File: src/rtl/spi_pkg.sv
package spi_pkg;

  typedef enum logic [1:0] {
    REG_CTRL = 2'd0,
    REG_DIV  = 2'd1,
    REG_STAT = 2'd2,
    REG_DATA = 2'd3
  } reg_addr_e;

  typedef struct packed {
    logic irq_en;
    logic master;
    logic cpol;
    logic cpha;
  } ctrl_t;

  localparam int CTRL_BITS = 4;

endpackage

File: src/rtl/spi_sync.sv
module spi_sync #(
  parameter int             W       = 3,
  parameter logic [W-1:0]   RST_VAL = '0
) (
  input  logic         clk,
  input  logic         rst,
  input  logic [W-1:0] d,
  output logic [W-1:0] q
);

  for (genvar i = 0; i < W; i++) begin : g_bit
    logic s1, s2;
    always_ff @(posedge clk) begin
      if (rst) begin
        s1 <= RST_VAL[i];
        s2 <= RST_VAL[i];
      end else begin
        s1 <= d[i];
        s2 <= s1;
      end
    end
    assign q[i] = s2;
  end

endmodule

File: src/rtl/spi_sck_gen.sv
module spi_sck_gen #(
  parameter int DIV_W = 8,
  parameter int FRAME = 8
) (
  input  logic             clk,
  input  logic             rst,
  input  logic             start,
  input  logic             cpol,
  input  logic [DIV_W-1:0] div,
  output logic             sck,
  output logic             run,
  output logic             lead,
  output logic             trail,
  output logic             last
);

  localparam int TOG_N = 2 * FRAME;
  localparam int TOG_W = $clog2(TOG_N);

  logic [DIV_W-1:0] cnt;
  logic [TOG_W-1:0] tog;
  logic             fire;

  // one toggle every div+1 clocks; even toggle index is a leading edge
  assign fire  = run && (cnt == div);
  assign lead  = fire && !tog[0];
  assign trail = fire && tog[0];
  assign last  = fire && (tog == TOG_W'(TOG_N - 1));

  always_ff @(posedge clk) begin
    if (rst) begin
      run <= 1'b0;
      cnt <= '0;
      tog <= '0;
      sck <= 1'b0;
    end else if (!run) begin
      sck <= cpol;
      cnt <= '0;
      tog <= '0;
      if (start) run <= 1'b1;
    end else if (fire) begin
      cnt <= '0;
      sck <= ~sck;
      tog <= tog + 1'b1;
      if (last) run <= 1'b0;
    end else begin
      cnt <= cnt + 1'b1;
    end
  end

endmodule

File: src/rtl/spi_shifter.sv
module spi_shifter #(
  parameter int FRAME = 8
) (
  input  logic             clk,
  input  logic             rst,
  input  logic             load,
  input  logic [FRAME-1:0] load_data,
  input  logic             clear,
  input  logic             sample,
  input  logic             launch,
  input  logic             din,
  output logic             obit,
  output logic [FRAME-1:0] rx_data,
  output logic             done
);

  localparam int CNT_W = $clog2(FRAME);

  logic [FRAME-1:0] sh;
  logic [CNT_W-1:0] n;

  assign done    = sample && !clear && (n == CNT_W'(FRAME - 1));
  assign rx_data = {sh[FRAME-2:0], din};

  always_ff @(posedge clk) begin
    if (rst) begin
      sh   <= '0;
      n    <= '0;
      obit <= 1'b0;
    end else if (load) begin
      sh   <= load_data;
      obit <= load_data[FRAME-1];
      n    <= '0;
    end else begin
      if (clear) begin
        n <= '0;
      end else if (sample) begin
        sh <= {sh[FRAME-2:0], din};
        n  <= done ? '0 : n + 1'b1;
      end
      if (launch) obit <= sh[FRAME-1];
    end
  end

endmodule

File: src/rtl/spi_periph.sv
module spi_periph
  import spi_pkg::*;
#(
  parameter int FRAME = 8,
  parameter int DIV_W = 8
) (
  input  logic             clk,
  input  logic             rst,
  input  logic             bus_sel,
  input  logic             bus_wr,
  input  logic             bus_rd,
  input  logic [1:0]       bus_addr,
  input  logic [FRAME-1:0] bus_wdata,
  output logic [FRAME-1:0] bus_rdata,
  output logic             irq,
  output logic             sck_o,
  output logic             sck_oe,
  input  logic             sck_i,
  input  logic             ss_n_i,
  output logic             mosi_o,
  output logic             mosi_oe,
  input  logic             mosi_i,
  output logic             miso_o,
  output logic             miso_oe,
  input  logic             miso_i
);

  localparam int PAD_CTRL = FRAME - CTRL_BITS;

  ctrl_t            ctrl_q;
  logic [DIV_W-1:0] div_q;
  logic [FRAME-1:0] rbuf_q;
  logic             spif, wcol;

  logic cfg_master, cfg_cpol, cfg_cpha, cfg_irq_en;
  assign cfg_master = ctrl_q.master;
  assign cfg_cpol   = ctrl_q.cpol;
  assign cfg_cpha   = ctrl_q.cpha;
  assign cfg_irq_en = ctrl_q.irq_en;

  // bus decode
  logic wr_ctrl, wr_div, data_wr, stat_rd;
  assign wr_ctrl = bus_sel && bus_wr && (bus_addr == REG_CTRL);
  assign wr_div  = bus_sel && bus_wr && (bus_addr == REG_DIV);
  assign data_wr = bus_sel && bus_wr && (bus_addr == REG_DATA);
  assign stat_rd = bus_sel && bus_rd && (bus_addr == REG_STAT);

  // slave-side pin synchronisation and edge detection
  logic ss_s, sck_s, mosi_s, sck_d, ss_d;
  spi_sync #(.W(3), .RST_VAL(3'b100)) u_sync (
    .clk (clk),
    .rst (rst),
    .d   ({ss_n_i, sck_i, mosi_i}),
    .q   ({ss_s, sck_s, mosi_s})
  );

  always_ff @(posedge clk) begin
    if (rst) begin
      sck_d <= 1'b0;
      ss_d  <= 1'b1;
    end else begin
      sck_d <= sck_s;
      ss_d  <= ss_s;
    end
  end

  logic s_sel, s_chg, s_lead, s_trail, ss_fall;
  assign s_sel   = !cfg_master && !ss_s;
  assign s_chg   = sck_s ^ sck_d;
  assign s_lead  = s_sel && s_chg && (sck_s != cfg_cpol);
  assign s_trail = s_sel && s_chg && (sck_s == cfg_cpol);
  assign ss_fall = ss_d && !ss_s;

  // master clock generator
  logic m_sck, m_run, m_lead, m_trail, m_last, m_start;
  spi_sck_gen #(.DIV_W(DIV_W), .FRAME(FRAME)) u_gen (
    .clk   (clk),
    .rst   (rst),
    .start (m_start),
    .cpol  (cfg_cpol),
    .div   (div_q),
    .sck   (m_sck),
    .run   (m_run),
    .lead  (m_lead),
    .trail (m_trail),
    .last  (m_last)
  );

  // slave activity for phase-1 framing
  logic s_act, sh_done;
  always_ff @(posedge clk) begin
    if (rst) begin
      s_act <= 1'b0;
    end else if (!s_sel || sh_done) begin
      s_act <= 1'b0;
    end else if (s_lead && cfg_cpha) begin
      s_act <= 1'b1;
    end
  end

  logic busy;
  always_comb begin
    if (cfg_master)    busy = m_run;
    else if (cfg_cpha) busy = s_act;
    else               busy = !ss_s;
  end

  // edge roles by phase
  logic lead_e, trail_e, sample_e, launch_e, din, load, sh_clear, obit;
  logic [FRAME-1:0] rx_data;
  assign lead_e   = cfg_master ? m_lead  : s_lead;
  assign trail_e  = cfg_master ? m_trail : s_trail;
  assign sample_e = cfg_cpha ? trail_e : lead_e;
  assign launch_e = (cfg_cpha ? lead_e : trail_e) ||
                    (!cfg_master && !cfg_cpha && ss_fall);
  assign din      = cfg_master ? miso_i : mosi_s;
  assign load     = data_wr && !busy;
  assign m_start  = load && cfg_master;
  assign sh_clear = !cfg_master && ss_s;

  spi_shifter #(.FRAME(FRAME)) u_shift (
    .clk       (clk),
    .rst       (rst),
    .load      (load),
    .load_data (bus_wdata),
    .clear     (sh_clear),
    .sample    (sample_e),
    .launch    (launch_e),
    .din       (din),
    .obit      (obit),
    .rx_data   (rx_data),
    .done      (sh_done)
  );

  // flags and registers
  logic spif_set, wcol_set;
  assign spif_set = cfg_master ? m_last : sh_done;
  assign wcol_set = data_wr && busy;

  always_ff @(posedge clk) begin
    if (rst) begin
      ctrl_q <= '0;
      div_q  <= '0;
      rbuf_q <= '0;
      spif   <= 1'b0;
      wcol   <= 1'b0;
    end else begin
      if (wr_ctrl) ctrl_q <= ctrl_t'(bus_wdata[CTRL_BITS-1:0]);
      if (wr_div)  div_q  <= DIV_W'(bus_wdata);
      if (sh_done) rbuf_q <= rx_data;
      spif <= spif_set || (spif && !stat_rd);
      wcol <= wcol_set || (wcol && !stat_rd);
    end
  end

  always_ff @(posedge clk) begin
    if (rst) begin
      bus_rdata <= '0;
    end else if (bus_sel && bus_rd) begin
      case (reg_addr_e'(bus_addr))
        REG_CTRL: bus_rdata <= {{PAD_CTRL{1'b0}}, ctrl_q};
        REG_DIV:  bus_rdata <= FRAME'(div_q);
        REG_STAT: bus_rdata <= {spif, wcol, {(FRAME-2){1'b0}}};
        default:  bus_rdata <= rbuf_q;
      endcase
    end
  end

  // pins
  assign irq     = cfg_irq_en && spif;
  assign sck_o   = m_sck;
  assign sck_oe  = cfg_master;
  assign mosi_o  = cfg_master && obit;
  assign mosi_oe = cfg_master;
  assign miso_o  = !cfg_master && obit;
  assign miso_oe = s_sel;

endmodule

File: config.mk
export PLATFORM = sky130hd
export DESIGN_NAME = spi_periph
export DESIGN_NICKNAME = d
export VERILOG_FILES = /design/src/rtl/spi_pkg.sv /design/src/rtl/spi_sync.sv /design/src/rtl/spi_sck_gen.sv /design/src/rtl/spi_shifter.sv /design/src/rtl/spi_periph.sv
export SDC_FILE = /design/constraint.sdc
export NUM_CORES = 1
export LEC_CHECK = 0
export BUFFER_PORTS_ARGS = -buffer_cell sky130_fd_sc_hd__buf_2
export CAP_MARGIN = 30
export CORE_ASPECT_RATIO = 1.1
export CORE_UTILIZATION = 40
export DETAILED_ROUTE_END_ITERATION = 10
export SYNTH_ARGS = -nofsm -noshare
export SYNTH_HDL_FRONTEND = slang
export SYNTH_HIERARCHICAL = 1
export SYNTH_SLANG_ARGS = --single-unit
export TNS_END_PERCENT = 10
File: constraint.sdc
create_clock -name clk -period 5.4 [get_ports clk]
set_clock_uncertainty 0.1 [all_clocks]
set_input_delay 0.27 -clock clk [delete_from_list [all_inputs] [get_ports clk]]
set_output_delay 0.27 -clock clk [all_outputs]
set_load 0.1 [all_outputs]
# --- After elaboration in Yosys (flattened, before gate mapping) ---
# Index checks and enable logic that the tools add are counted.
word_totals:
  regBits: 65
  inputBits: 19
  out_inout_bits: 15
  elab_cells: 111
classes:
  addsub: 3
  eq_ne: 10
  muxes: 21
  bitwise: 3
  n_reduce_logical: 49
op_table:
  columns: ["op", "n"]
  rows:
  - ["$logic_and A1 B1 Y1", 29]
  - ["$mux W8", 3]
  - ["$pmux W8 S3", 1]
  - ["$mux W1", 16]
  - ["$add A8 B1 Y8 const B", 1]
  - ["$eq A8 B8 Y1", 1]
  - ["$logic_not A1 Y1", 8]
  - ["$reduce_or A3 Y1", 2]
  - ["$add A4 B1 Y4 const B", 1]
  - ["$eq A2 B2 Y1 const B", 2]
  - ["$eq A4 B4 Y1 const B", 1]
  - ["$logic_or A1 B1 Y1", 4]
  - ["$ne A2 B2 Y1 const B", 2]
  - ["$reduce_bool A2 Y1", 2]
  - ["$reduce_or A2 Y1", 2]
  - ["$add A3 B1 Y3 const B", 1]
  - ["$eq A3 B3 Y1 const B", 1]
  - ["$mux W3", 1]
  - ["$eq A2 B1 Y1 const B", 1]
  - ["$logic_not A2 Y1", 1]
  - ["$not A1 Y1", 2]
  - ["$reduce_and A2 Y1", 1]
  - ["$eq A1 B1 Y1", 1]
  - ["$ne A1 B1 Y1", 1]
  - ["$xor A1 B1 Y1", 1]

# --- Logic depth before layout (Yosys ltp) ---
depth:
  word_depth: 10
  ltp_mapped: 14
  depth_no_buf: 10

# --- Cells and area by module ---
# Netlist, hierarchy kept.
by_module_without_submodules:
  columns: ["mod", "n_inst", "cells_each", "area_each_um2", "seq_area_each_um2"]
  rows:
  - ["spi_periph", 1, 165, 1510.2, 660.6]
  - ["spi_sck_gen", 1, 79, 718.2, 280.3]
  - ["spi_shifter", 1, 74, 699.4, 240.2]
  - ["spi_sync", 1, 15, 180.2, 120.1]

# --- Least setup slack after synthesis ---
# OpenSTA, ideal clock, no wires.
synth_path:
  kind: "register -> register"
  from: "reg ctrl_q, in the netlist mosi_oe"
  to: "reg rbuf_q[6]"
  setup_time_ns: 0.128
  t_arrival_ns: 3.810
  required_ns: 5.172
  setup_slack_ns: 1.363
  path_stages_with_launch: 11
  path_buffers: 3
  period_less_slack_ns: 4.037
  cell_sequence: "dfxtp_1 nor2_1 a22oi_1 mux2i_1 and2b_1 buf_4 buf_12 and2_1 buf_2 mux2i_1 nor2_1"
synth_via:
  elab_chain_cells: 8
  word_cells_on_any_way: 12
  cone_classes: "mux (3); reduce/logical (9)"
synth_lines:
  columns: ["item", "line_no", "text"]
  rows:
  - ["start, declared", "spi_periph.sv:30", "ctrl_t ctrl_q;"]
  - ["start signal, assigned", "spi_periph.sv:148", "if (wr_ctrl) ctrl_q <= ctrl_t'(bus_wdata[CTRL_BITS-1:0]);"]
  - ["$logic_not A1 Y1 *", "spi_periph.sv:68", "assign s_sel = !cfg_master && !ss_s;"]
  - ["$logic_and A1 B1 Y1 *", "spi_periph.sv:68", null]
  - ["net miso_oe", "spi_periph.sv:24", "output logic miso_oe,"]
  - ["$logic_and A1 B1 Y1 *", "spi_periph.sv:70, spi_periph.sv:71", null]
  - ["$logic_and A1 B1 Y1 (on tied branches)", "spi_periph.sv:70, spi_periph.sv:71", null]
  - ["$mux W1 (on tied branches)", "spi_periph.sv:111, spi_periph.sv:112", null]
  - ["$mux W1 *", "spi_periph.sv:113", "assign sample_e = cfg_cpha ? trail_e : lead_e;"]
  - ["net sample_e", "spi_periph.sv:109", "logic lead_e, trail_e, sample_e, launch_e, din, load, sh_clear, obit;"]
  - ["$logic_and A1 B1 Y1 * (2 in a row)", "spi_shifter.sv:22", "assign done = sample && !clear && (n == CNT_W'(FRAME - 1));"]
  - ["net sh_done", "spi_periph.sv:90", "logic s_act, sh_done;"]
  - ["end signal, assigned", "spi_periph.sv:150", "if (sh_done) rbuf_q <= rx_data;"]
  - ["end, declared", "spi_periph.sv:32", "logic [FRAME-1:0] rbuf_q;"]
# The timed path passes the listed nets; every way through them passes the cells marked *.
# A chain may end at the register's enable or synchronous reset.

# --- Worst setup path after layout ---
layout_path:
  from: "reg u_gen.cnt[0]"
  to: "reg rbuf_q[5]"
layout_via:
  elab_chain_cells: 7
  word_cells_on_any_way: 9
  cone_classes: "eq/ne (1); mux (3); reduce/logical (5)"
layout_lines:
  columns: ["item", "line_no", "text"]
  rows:
  - ["start, declared", "spi_sck_gen.sv:20", "logic [DIV_W-1:0] cnt;"]
  - ["start signal, assigned", "spi_sck_gen.sv:47", "cnt <= cnt + 1'b1;"]
  - ["$eq A8 B8 Y1", "spi_sck_gen.sv:25", "assign fire = run && (cnt == div);"]
  - ["$logic_and A1 B1 Y1", "spi_sck_gen.sv:25", null]
  - ["$logic_and A1 B1 Y1", "spi_sck_gen.sv:27", "assign trail = fire && tog[0];"]
  - ["net m_trail", "spi_periph.sv:75", "logic m_sck, m_run, m_lead, m_trail, m_last, m_start;"]
  - ["$mux W1", "spi_periph.sv:112", "assign trail_e = cfg_master ? m_trail : s_trail;"]
  - ["$mux W1", "spi_periph.sv:113", null]
  - ["net sample_e", "spi_periph.sv:109", null]
  - ["$logic_and A1 B1 Y1 (2 in a row)", "spi_shifter.sv:22", null]
  - ["net sh_done", "spi_periph.sv:90", null]
# The timed path passes the listed nets, and every way through them passes these cells.

==> impl_metrics.json <==
{
  "status": "complete, no violations",
  "power.share.sequential_pct": 49.7,
  "die_h_um": 94.45,
  "first_pass_iters": 4,
  "post_route_cells_drive_above_1_share_pct": 20.56,
  "worstReg2RegStart": "u_gen/cnt[0]$_SDFF_PP0_",
  "crit_path_cell_trace": "xnor2_1, nand4_1, nor2_1, and3_1, a22oi_1, mux2i_1, and2b_1, and2_1, mux2i_1, nor2_1",
  "initial_core_util_pct": 41.59,
  "timing.critical_path.fanout_max": 16,
  "insertedDiodeCount": 0,
  "setup_slack_ns": 1.505,
  "worst_path_max_delay_cell": "sky130_fd_sc_hd__nor2_1",
  "grt_overflow": 0,
  "synth_warnings": 6,
  "synth_cell_types": 52,
  "p_comb_share_pct": 9.6,
  "vias_in_the_first_global_route": 2216,
  "cts_buffer_depth": 2,
  "design.core.area_mm2": 0.007473,
  "drc": 0,
  "core.rowCount": 33,
  "vias": 2329,
  "cts-root-buf": "sky130_fd_sc_hd__clkbuf_8",
  "final_core_utilization_pct": 45.86,
  "cts_repair_resize_count": 0,
  "totalPowerFinal_mw": 0.9977,
  "fin_nets": 373,
  "p_sw_mw": 0.2682,
  "die_area_mm2": 0.008127,
  "globalRouteMet2Util_pct": 26.98,
  "setup.reg_to_reg.worst_slack_ns": 1.51,
  "synthesized_cell_area_mm2": 0.003108,
  "number_of_routed_nets_with_antenna_violations": 0,
  "critPathLaunchType": "flop",
  "ios": 34,
  "slew_headroom_pct": 51.79,
  "critical-path-max-stage-delay_ns": 0.64,
  "power.density_mw_per_mm2": 291.1,
  "pre_cts_slack_ns": 1.489,
  "global_route.usage.met3_pct": 5.507,
  "cts.sink_count": 65,
  "synth_flop_cell": "sky130_fd_sc_hd__dfxtp_1",
  "dieWidth_um": 86.05,
  "worst_hold_path_type": "primary input to flop",
  "place.detailed.instances": 442,
  "synth.top_cells.by_count": "65 x sky130_fd_sc_hd__dfxtp_1, 40 x sky130_fd_sc_hd__nor2_1, 26 x sky130_fd_sc_hd__nand2_1",
  "ff2ff_path_depth": 10,
  "yosys.area.top_type_share_pct": 41.87,
  "cts_tree": "yes",
  "synth.area.top_cells": "sky130_fd_sc_hd__dfxtp_1 42%, sky130_fd_sc_hd__mux2i_1 6.1%, sky130_fd_sc_hd__nor2_1 4.8%",
  "detailedRoute.firstIterationViolations": 153,
  "finalWirelength_um": 6430,
  "post-synth-top-area-cell": "sky130_fd_sc_hd__dfxtp_1",
  "dp.final_hpwl_um": 4657,
  "worst_hold_path_endpoint": "u_sync/g_bit[0].s1$_SDFF_PP0_",
  "rr_endpoint": "rbuf_q[5]$_SDFFE_PP0P_",
  "fin_cells": 460,
  "timing.final.max_slew_violations": 0,
  "critical_path_class": "flop to flop",
  "most_heavily_used_metal_layer_in_global_routing": "met2",
  "layout.area.seq_mm2": 0.001301,
  "viasPerCell": 5.063,
  "detailed_place.area_mm2": 0.003202,
  "end_kind": "flop",
  "yosys_register_bits": 65,
  "grt.total_usage_pct": 17.45,
  "synth_enable_flop_cells": 0,
  "number_of_cells_traversed_by_the_worst_hold_path": 2,
  "htree_num_levels": 3,
  "tightestPinTransition_ns": 0.7205,
  "layout.filler_cells": 753,
  "critPathArrivalTime_ns": 4.03,
  "cellInternalPower_mw": 0.7295,
  "cp.required_ns": 5.54,
  "largest_net_degree_at_the_start_of_global_routing": 53,
  "gr-usage-met1_pct": 22.65,
  "clock_latency_at_the_later_pin_of_the_worst_skew_pair_ns": 0.35,
  "avgSynthCellArea_um2": 9.333,
  "wl_per_cell_um": 13.98,
  "timing.final.crit_share_pct": 72.12,
  "grt_setup_unrepaired": "false",
  "clock_pin_slew_on_the_worst_setup_and_hold_paths_ns": 0.07,
  "static-leakage-power_nw": 1.269,
  "power_switching_share_pct": 26.88,
  "netlist_instances": 333,
  "antenna_found_initial": 0,
  "report.final.hold_viol_count": 0,
  "clock_buffer_count_from_cts": 9,
  "final_cell_area_mm2": 0.003427,
  "synth_nets": 356,
  "setup-tns-final_ns": 0,
  "synth.yosys.seq_area_share_pct": 41.87,
  "max_cap_violations": 0,
  "clock_power_share_pct": 40.7,
  "async_flop_share_pct": 0,
  "routabilityCongestion": 0.8056,
  "fmax_ghz": 0.2568,
  "min_from": "mosi_i",
  "fin_worst_hold_slack_ns": 0.02385,
  "yosys.cell_count.top_type": "sky130_fd_sc_hd__dfxtp_1",
  "vdd_ir_drop_max_uv": 149.7,
  "post-route-min-period_ns": 3.895,
  "placement.io_buffers": 33,
  "multi_input_comb_area_mm2": 0.001582,
  "wire_length_of_the_first_global_routing_pass_um": 10760,
  "area.growth.synth_to_final_pct": 10.27,
  "setup_viol_count_final": 0
}
## timing repair
item,CTS,global route
setup buffers,0,0
hold endpoints to repair,1,0
hold buffers,1,0
## routing by layer
layer | part of all wire [%] | vias up
li1 | - | 1193
met1 | 49 | 1104
met2 | 46 | 23
met3 | 3.1 | 9
met4 | 1.4 | 0
met5 | 0 | -
## power by group through the flow
| stage | Combinational (mW) | Clock [mW] | Sequential [mW] |
|---|---|---|---|
| global route | 0.103 | 0.441 | 0.497 |
| detailed placement | 0.0936 | 0 | 0.507 |
| finish | 0.0956 | 0.406 | 0.496 |
| CTS | 0.0943 | 0.419 | 0.496 |
| floorplan | 0.0563 | 0 | 0.525 |
| global placement | 0.0929 | 0 | 0.507 |
## cells by family after synthesis
group                    Yosys count  synth area share (%)
flip-flops                        65                 41.87
AO/OA/AOI/OAI                     47                 12.12
AND/OR/NAND/NOR                  142                 23.35
adder cells (fa/ha/maj)            4                 1.610
buffers and inverters             34                 7.246
multiplexers                      27                 9.621
XOR/XNOR                          14                 4.187
## worst max-delay path by stage
stage,from,endpoint,cells past startpoint
CTS,u_gen/cnt[0]$_SDFF_PP0_,rbuf_q[5]$_SDFFE_PP0P_,10
global route,u_gen/cnt[0]$_SDFF_PP0_,rbuf_q[4]$_SDFFE_PP0P_,10
floorplan,mosi_oe$_SDFFE_PP0P_,rbuf_q[6]$_SDFFE_PP0P_,10
detailed placement,u_gen/cnt[0]$_SDFF_PP0_,rbuf_q[4]$_SDFFE_PP0P_,10
global placement,u_gen/cnt[0]$_SDFF_PP0_,rbuf_q[0]$_SDFFE_PP0P_,10
finish,u_gen/cnt[0]$_SDFF_PP0_,rbuf_q[5]$_SDFFE_PP0P_,10
## sequential cells by signal, summed over array words and instances (netlist names), 3 cells and up
| name | count |
|---|---|
| u_sync/g_bit.s1 | 3 |
| u_gen/tog | 4 |
| u_gen/cnt | 8 |
| u_sync/g_bit.s2 | 3 |
| bus_rdata | 8 |
| u_shift/n | 3 |
| rbuf_q | 8 |
| u_shift/sh | 8 |
| div_q | 8 |
## cell type report
| cell class | count | area share, % |
|---|---|---|
| sequential | 65 | 37.97 |
| timing repair buffer | 36 | 5.915 |
| clock buffer | 9 | 3.614 |
| multi-input combinational | 234 | 46.15 |
| tap | 105 | 3.834 |
| inverter | 4 | 0.4381 |
| clock inverter | 7 | 2.081 |
## critical path, delay by kind of cell, from the launching register on
family,cells,cell delay [ns]
and+or+nand+nor,6,2.36
muxes,2,0.64
DFF,1,0.42
AOI/OAI and AO/OA,1,0.10
xor gates and xnor gates,1,0.16
## cell usage in the layout, fill, tap and decap left out, types with 3 or more instances in the layout
cell type                    count
sky130_fd_sc_hd__xor2_1          4
sky130_fd_sc_hd__nor3b_1         3
sky130_fd_sc_hd__and3_1          3
sky130_fd_sc_hd__a21oi_1        17
sky130_fd_sc_hd__nor2_1         40
sky130_fd_sc_hd__xnor2_1         9
sky130_fd_sc_hd__clkbuf_8        9
sky130_fd_sc_hd__or3_1           3
sky130_fd_sc_hd__ha_1            4
sky130_fd_sc_hd__nand2b_1        3
sky130_fd_sc_hd__mux2_4          5
sky130_fd_sc_hd__a2111oi_2       6
sky130_fd_sc_hd__nand2_1        26
sky130_fd_sc_hd__inv_1           4
sky130_fd_sc_hd__nor2b_1        17
sky130_fd_sc_hd__nand4_1         3
sky130_fd_sc_hd__clkinvlp_4      3
sky130_fd_sc_hd__and4_1          3
sky130_fd_sc_hd__mux2i_1        19
sky130_fd_sc_hd__dfxtp_1        65
sky130_fd_sc_hd__mux2_2          3
sky130_fd_sc_hd__a22oi_1         4
sky130_fd_sc_hd__nand3_1         5
sky130_fd_sc_hd__and2_1          4
sky130_fd_sc_hd__buf_2          33
sky130_fd_sc_hd__a221oi_1        5
sky130_fd_sc_hd__nor3_1         19
Power figures use the tool's default switching activity.
